File: src/rtl/cs_ctrl.sv
module cs_ctrl #(
  parameter int LINES     = 8,
  parameter int FIELD_OFS = 8,
  parameter int AW        = 2
) (
  input  logic                   clk,
  input  logic                   rst_n,
  input  logic                   reg_wr,
  input  logic [AW-1:0]          reg_addr,
  input  logic [2*FIELD_OFS-1:0] reg_wdata,
  output logic [2*FIELD_OFS-1:0] reg_rdata,
  output logic [LINES-1:0]       cs_out
);
  localparam int DW = 2*FIELD_OFS;
  localparam logic [AW-1:0] A_CTRL  = AW'(0);
  localparam logic [AW-1:0] A_FORCE = AW'(1);
  localparam logic [AW-1:0] A_STAT  = AW'(2);

  logic [LINES-1:0] en_q, inv_q, st_q;

  wire [LINES-1:0] hi_f = reg_wdata[FIELD_OFS +: LINES];
  wire [LINES-1:0] lo_f = reg_wdata[0 +: LINES];
  wire [LINES-1:0] rise = hi_f & ~lo_f;
  wire [LINES-1:0] fall = lo_f & ~hi_f;

  always_ff @(posedge clk or negedge rst_n) begin
    if (!rst_n) begin
      en_q  <= '0;
      inv_q <= '0;
      st_q  <= '1;
    end else if (reg_wr) begin
      if (reg_addr == A_CTRL) begin
        en_q  <= hi_f;
        inv_q <= lo_f;
      end
      if (reg_addr == A_FORCE)
        st_q <= (st_q | rise) & ~fall;
    end
  end

  assign cs_out = (st_q | ~en_q) ^ inv_q;

  always_comb begin
    reg_rdata = '0;
    if (reg_addr == A_CTRL) begin
      reg_rdata[FIELD_OFS +: LINES] = en_q;
      reg_rdata[0 +: LINES]         = inv_q;
    end else if (reg_addr == A_STAT) begin
      reg_rdata[0 +: LINES] = st_q;
    end
  end
endmodule

File: config.mk
export PLATFORM = sky130hd
export DESIGN_NAME = cs_ctrl
export DESIGN_NICKNAME = d
export VERILOG_FILES = /design/src/rtl/cs_ctrl.sv
export SDC_FILE = /design/constraint.sdc
export NUM_CORES = 1
export LEC_CHECK = 0
export ABC_AREA = 1
export BUFFER_PORTS_ARGS = -buffer_cell sky130_fd_sc_hd__buf_2
export CORE_ASPECT_RATIO = 1.25
export CORE_UTILIZATION = 40
export CTS_CLUSTER_DIAMETER = 30
export DETAILED_ROUTE_END_ITERATION = 7
export PLACE_DENSITY = 0.69
export SKIP_LAST_GASP = 1
export SLEW_MARGIN = 20
export SYNTH_ARGS = -nofsm -noshare
export SYNTH_HDL_FRONTEND = slang
export SYNTH_SLANG_ARGS = --single-unit
export TNS_END_PERCENT = 10
File: constraint.sdc
create_clock -name clk -period 1.5 [get_ports clk]
set_clock_uncertainty 0.2 [all_clocks]
set_input_delay 0.3 -clock clk [delete_from_list [all_inputs] [get_ports clk]]
set_output_delay 0.3 -clock clk [all_outputs]
set_load 0.01 [all_outputs]
# Word level (Yosys, flattened, before mapping)
# Cells that the tools add are included.
[word_totals]
register_bits = 24
wordCells = 21
inputBits = 21
out_inout_bits = 24
[classes]
mux = 3
reduce_logical = 3
n_eq_ne = 2
bitwise = 10
[ops]
columns = ["operator", "n"]
rows = [
  ["$not 8->8", 4],
  ["$and 8x8->8", 3],
  ["$mux 8", 3],
  ["$or 8x8->8", 2],
  ["$xor 8x8->8", 1],
  ["$reduce_and 2->1", 2],
  ["$eq 2x1->1 const B", 1],
  ["$eq 2x2->1 const B", 1],
  ["$logic_not 2->1", 1],
]

# Depth between registers and ports, before layout
# Gate-level depths: netlist of the first run.
[logic_depth]
ltp_word = 4
mapped_depth = 5
ltp_nobuf = 5

# Least setup slack after synthesis of the first run
# OpenSTA, ideal clock, no wires.
[synth_timing]
path_type = "register to output"
start = "register st_q[0]"
end = "output reg_rdata[0]"
setup_slack_ns = 0.156
t_required_ns = 1.000
n_path_buf = 0
path_stages_with_launch = 3
t_arrival_ns = 0.844
cell_sequence = "dfstp_2 -> inv_1 -> o21ai_0"
[synth_between]
elab_chain_cells = 2
[synth_lines]
columns = ["item", "line_no", "rtl"]
rows = [
  ["from (decl)", "19", "logic [LINES-1:0] en_q, inv_q, st_q;"],
  ["from (signal assigned)", "37", "st_q <= (st_q | rise) & ~fall;"],
  ["$mux 8", "48", "end else if (reg_addr == A_STAT) begin"],
  ["$mux 8", "45", "if (reg_addr == A_CTRL) begin"],
  ["to (decl)", "11", "output logic [2*FIELD_OFS-1:0] reg_rdata,"],
]
# No other way between the ends.

# Final worst setup path of the first run
[layout_timing]
start = "register st_q[2]"
end = "output cs_out[2]"
[layout_between]
elab_chain_cells = 2
[layout_lines]
columns = ["item", "line_no", "rtl"]
rows = [
  ["$or 8x8->8", "41", "assign cs_out = (st_q | ~en_q) ^ inv_q;"],
  ["$xor 8x8->8", "41", ""],
  ["to (decl)", "12", "output logic [LINES-1:0] cs_out"],
]
# No other way between the ends.

==> impl_results.md, run 1 <==
* Clock transition at path regs at 0.09 ns
* Vias in the first global route at 1203
* Diodes inserted at 0
* P_leak at 0.9979 nW
* Final setup fails at 18
* Worst Path Arrival at 1.21 ns
* Die Ht at 68.33 um
* Global-route wire length before repair at 4.823 mm
* I/O Buffers at 44
* Met3 wire len at 59 um
* TritonCTS Buffers at 3
* PD cells at 1093 mW/mm^2
* Critical path launch point type: register
* Number of antenna violations at the first check in global routing at 0
* CTS tree: built
* Detail Route Antenna Nets at 0
* Crit path capture type: output pin
* DR vias at 1277
* GRT Resource Usage Total at 18.35%
* Fin. Hold Viols at 0
* Global route overflow at 0
* Syn_nets at 208
* Syn avg cell area at 7.527 sq um
* Synth Instances at 187
* WL met2 at 1.625 mm
* Syn. warnings at 0
* Sw Share at 33.18%
* Fmax at 584.4 MHz
* Max_cap viols at 0
* Layout cell share with drive strength beyond 1 at 38.82%
* Core area at 0.003281 sq mm
* NumNets Final at 259
* NetSw at 633.9 uW
* Clock sinks at 24
* Logic gate share of total power at 30.7%
* Die footprint at 0.003762 sq mm
* Worst slew pin tran at 0.5397 ns
* Area grow syn2layout at 24.18%
* Post-DR wirelength/cell at 11.00 um
* VDD IR-drop max at 0.5180 mV
* Commonest cells after routing, fill and taps aside: nand2_1 (69), buf_2 (44), inv_1 (27)
* Max Transition Viols Final at 0
* HP Class: in2reg
* Failing checks: negative setup slack
* Final wirelength at 3.014 mm
* Pwr Total at 1.910 mW
* Detailed Routing Iterations Pass 1 at 4
* Vias/cell at 4.661
* Slew margin rel. at 64.02%
* Boundary Pins at 45
* Most common cell after layout, fill and taps aside: nand2_1
* Row Count at 23
* Netlist Area Pre-Place at 0.001408 sq mm
* Final WS setup at -0.2113 ns
* Setup TNS at -2.818 ns
* Distinct cells, synth at 13
* Sequential area share after synthesis at 43.38%
* RSZ-0062 raised after global routing: true
* Gpl congestion at 0.7713
* Tmin final at 1.711 ns
* Die width at 55.06 um
* Initial core utilization at 42.91%
* DRT iter0 DRCs at 32
* Placed cells at 269
* Seq cells post-synth at 24
* CTS Buffer Depth at 2
* Highest Signal Layer: met4
* Post-place setup slack at -0.09645 ns
* Pint at 1.277 mW
* Register share of total power at 46.1%
* Largest net degree at the start of global routing at 33
* Final period util at 114.1%
* M1 wire length at 1.261 mm
* H-tree levels at 1
* Outcome: finished, violations left
* Worst-Skew Late Latency at 0.26 ns
* Data required, critical path at 1.00 ns
* Clk root buf: clkbuf_8
* Critical-path maximum fanout at 3
* WS Path Type: reg2out
* Drt drc at 0
* Clock Power Share at 23.2%
* Post-DP HPWL at 2.195 mm
* Final Instance Count excl. Fillers at 274
power by group through the flow:
| stage | combinational [mW] | clock [mW] | sequential (mW) |
|---|---|---|---|
| final | 0.586 | 0.444 | 0.881 |
| after global routing | 0.675 | 0.482 | 0.895 |
| after CTS | 0.593 | 0.457 | 0.878 |
| after detailed placement | 0.578 | 0 | 0.880 |
| after global placement | 0.572 | 0 | 0.878 |
| after floorplan | 0.383 | 0 | 0.865 |
what timing repair did:
item / in CTS / in global routing
endpoints found under the hold margin: 16 / 0
hold buffers: 1 / 0
buffers inserted: 0 / 0
endpoints found under the setup margin: 18 / 24
gates resized for setup: 10 / 2
final cells by class:
cell class / instances / area [sq um]
Clock buffer: 4 / 55.05
Fill cell: 348 / 1533
Inverter: 35 / 131.4
Multi-Input combinational cell: 125 / 644.4
Sequential cell: 24 / 610.6
Tap cell: 37 / 46.29
Timing Repair Buffer: 49 / 260.3
state kept, by name, indices dropped and copies added, names as in the netlist:
register,flops
st_q,8
inv_q,8
en_q,8
path summary, 6_finish.rpt:
path                       slack (ns)  cells past startpoint                start              endpoint
max                             -0.21                      4  st_q[2]$_DFFE_PN1P_             cs_out[2]
min                              0.07                      4         reg_wdata[4]   st_q[4]$_DFFE_PN1P_
max reg2reg                      0.47                      4  st_q[2]$_DFFE_PN1P_   st_q[2]$_DFFE_PN1P_
min reg2reg                      0.27                      2  st_q[7]$_DFFE_PN1P_   st_q[7]$_DFFE_PN1P_
max in group asynchronous        0.39                      2                rst_n   st_q[5]$_DFFE_PN1P_
min in group asynchronous        0.34                      2                rst_n  inv_q[4]$_DFFE_PN0P_
kinds of logic (layout without fill, tap and decap cells):
family	count (synthesis)	count (layout)	synth area share, %
compound gates	24	24	12.80
xor+xnor	8	8	4.978
buf+inv	38	88	11.73
flops	24	24	43.38
simple gates	93	93	27.11
routing by layer:
| metal | up-vias | GRT usage [%] |
|---|---|---|
| met1 | 591 | 19.07 |
| met4 | 0 | 11.88 |
| met5 | - | 0 |
| li1 | 657 | - |
| met2 | 23 | 33.89 |
| met3 | 6 | 1.333 |
cell usage after synthesis:
| cell type | n | area share [%] |
|---|---|---|
| buf_6 | 3 | 2.4 |
| dfrtp_1 | 16 | 28 |
| dfstp_2 | 8 | 15 |
| inv_1 | 34 | 9.1 |
| inv_2 | 1 | 0.27 |
| nand2_1 | 74 | 20 |
| nand2_4 | 1 | 0.80 |
| nand3_1 | 8 | 2.8 |
| nor2_1 | 8 | 2.1 |
| nor2_4 | 2 | 1.6 |
| o21ai_0 | 8 | 2.8 |
| o21ai_2 | 16 | 10 |
| xor2_1 | 8 | 5.0 |
per-stage QoR:
step           utilization (%)  hold slack (ns)  instance area, sq um
2_1_floorplan                -          -0.1956                  1408
3_3_place_gp             50.92           0.1177                  1670
3_5_place_dp             50.92           0.1222                  1670
4_1_cts                  53.20          0.07303                  1745
5_1_grt                  53.28          0.09510                  1748
6_report                 53.28          0.07457                  1748
critical path: stages, from the launching register on:
cell and delay (ns):
dfstp_2 0.55, inv_2 0.04, nand2_2 0.05, xor2_1 0.15, buf_2 0.15
No activity file was read; power rests on OpenSTA's default activity.
==> run 2, diff against run 1 <==
CORE_ASPECT_RATIO = unset   (was 1.25)
==> run 2 against run 1 <==
Against the previous run: the flow still finishes with violations (negative setup slack); worst hold slack got worse by 0.053 ns; critical path depth unchanged; combinational power about the same; via count decreased by 4.2%; core utilization decreased by 1.5 points; power decreased by 5.5%; die area about the same; final area decreased by 0.29%; cell count increased by 3.6%; clock-buffer cell count unchanged; non-clock buffer count increased by 1; wire length decreased by 7.2%; critical endpoint is now cs_out[5].
==> impl_results.md, run 2 (synthesized netlist as in run 1, its figures left out) <==
* Outcome: finished, violations left
* Failing checks: negative setup slack
* HP Class: in2reg
* FF/Latch Area at 610.6 sq um
* Row Count at 21
* Data required, critical path at 1.00 ns
* Critical-path maximum fanout at 3
* Final Instance Count excl. Fillers at 284
* Max_cap viols at 0
* Global route overflow at 0
* Die footprint at 0.003760 sq mm
* Diodes inserted at 0
* Clock sinks at 24
* Post-DR wirelength/cell at 9.849 um
* Crit path capture type: output pin
* Clk root buf: clkbuf_4
* Slew margin rel. at 64.64%
* DR vias at 1224
* Number of antenna violations at the first check in global routing at 0
* Placed cells at 278
* Final wirelength at 2.797 mm
* Detail Route Antenna Nets at 0
* Area grow syn2layout at 23.82%
* Tmin final at 1.783 ns
* PD cells at 1036 mW/mm^2
* Drt drc at 0
* Layout cell share with drive strength beyond 1 at 37.82%
* Setup TNS at -3.877 ns
* Global-route wire length before repair at 4.478 mm
* TritonCTS Buffers at 3
* CTS tree: built
* Reg2reg setup slack at 0.35 ns
* Fmax at 560.9 MHz
* Most common cell after layout, fill and taps aside: nand2_1
* Final setup fails at 17
* Fin. Hold Viols at 0
* I/O Buffers at 44
* Multi-input logic area at 639.4 sq um
* Max Transition Viols Final at 0
* Top Registers: en_q (8), inv_q (8), st_q (8)
* Die width at 61.32 um
* Vias in the first global route at 1050
* GRT Resource Usage Total at 16.61%
* Clock transition at path regs at 0.13 ns
* Die Ht at 61.32 um
* Slowest CP cell: dfstp_2
* CP peak stage delay at 0.56 ns
* Largest net degree at the start of global routing at 33
* Gpl congestion at 0.7609
* Worst-Skew Late Latency at 0.31 ns
* Crit-path cells: inv_2, nand2_1, xor2_1, buf_2
* DRT iter0 DRCs at 49
* Final WS setup at -0.2828 ns
* WS Path Type: reg2out
* H-tree levels at 1
* Core area at 0.003363 sq mm
* VDD IR-drop max at 0.7067 mV
* CTS Buffer Depth at 2
* Boundary Pins at 45
* Vias/cell at 4.310
* RSZ-0062 raised after global routing: true
* Final period util at 118.9%
* P_leak at 0.9941 nW
* Worst slew pin tran at 0.5304 ns
* Fillcell total at 375
* Commonest cells after routing, fill and taps aside: nand2_1 (71), buf_2 (44), inv_1 (28)
* Detailed Routing Iterations Pass 1 at 4
* Initial core utilization at 41.85%
* NumNets Final at 260
* Worst Path Arrival at 1.28 ns
* Critical path launch point type: register
* Post-DP HPWL at 2.026 mm
[run 2: cell count changes in the layout (fill, tap and decap cells not counted), moves of 2 or more]
cell	before	now
clkbuf_4	0	3
clkbuf_8	4	1
nand2_1	69	71
nand2_2	5	3
[run 2: timing repair]
item / in CTS / in global routing
endpoints found under the hold margin: 16 / 0
setup endpoints to repair: 24 / 24
hold buffers: 1 / 0
setup buffers: 1 / 0
gates resized for setup: 6 / 4
gates cloned: 0 / 0
[run 2: per-stage QoR]
stage	area, sq um	hold WS, ns	util, %	total power, mW	worst slack [ns]
global route	1743	0.01323	51.82	1.941	-0.3546
CTS	1740	0.01816	51.75	1.822	-0.2871
detailed placement	1682	0.1167	50.00	1.456	-0.08002
global placement	1682	0.1194	50.00	1.449	-0.09113
floorplan	1408	-0.1956	-	1.248	0.1564
finish	1743	0.02202	51.82	1.806	-0.2828
[run 2: layer usage]
| metal | share of wire, % | track usage [%] |
|---|---|---|
| met5 | 0 | 0 |
| met4 | 0.54 | 3.896 |
| met2 | 46 | 28.26 |
| met1 | 49 | 20.86 |
| met3 | 5.1 | 4.832 |
[run 2: power by group]
group / switching, mW / internal (mW)
Combinational: 0.330 / 0.255
Sequential: 0.0881 / 0.791
Clock: 0.193 / 0.148
[run 2: final timing paths]
kind                            cells after the start                   to                 from
worst max-delay path                                4            cs_out[5]  st_q[5]$_DFFE_PN1P_
worst min-delay path                                4  st_q[4]$_DFFE_PN1P_         reg_wdata[4]
worst max register to register                      5  st_q[3]$_DFFE_PN1P_  st_q[3]$_DFFE_PN1P_
worst min register to register                      2  st_q[0]$_DFFE_PN1P_  st_q[0]$_DFFE_PN1P_
max in group asynchronous                           2  st_q[0]$_DFFE_PN1P_                rst_n
min in group asynchronous                           2  en_q[1]$_DFFE_PN0P_                rst_n
[run 2: worst max-delay path, delay by kind of cell (launching register included)]
family	cells	cell delay (ns)
flops	1	0.56
xor+xnor	1	0.15
buf+inv	2	0.19
simple gates	1	0.06
[run 2: layout make-up]
type	count	share of cell area, %
Inverter	35	7.538
Tap cell	46	3.302
Timing Repair Buffer	50	15.36
Clock buffer	4	2.082
Multi-Input combinational cell	125	36.68
Sequential cell	24	35.03
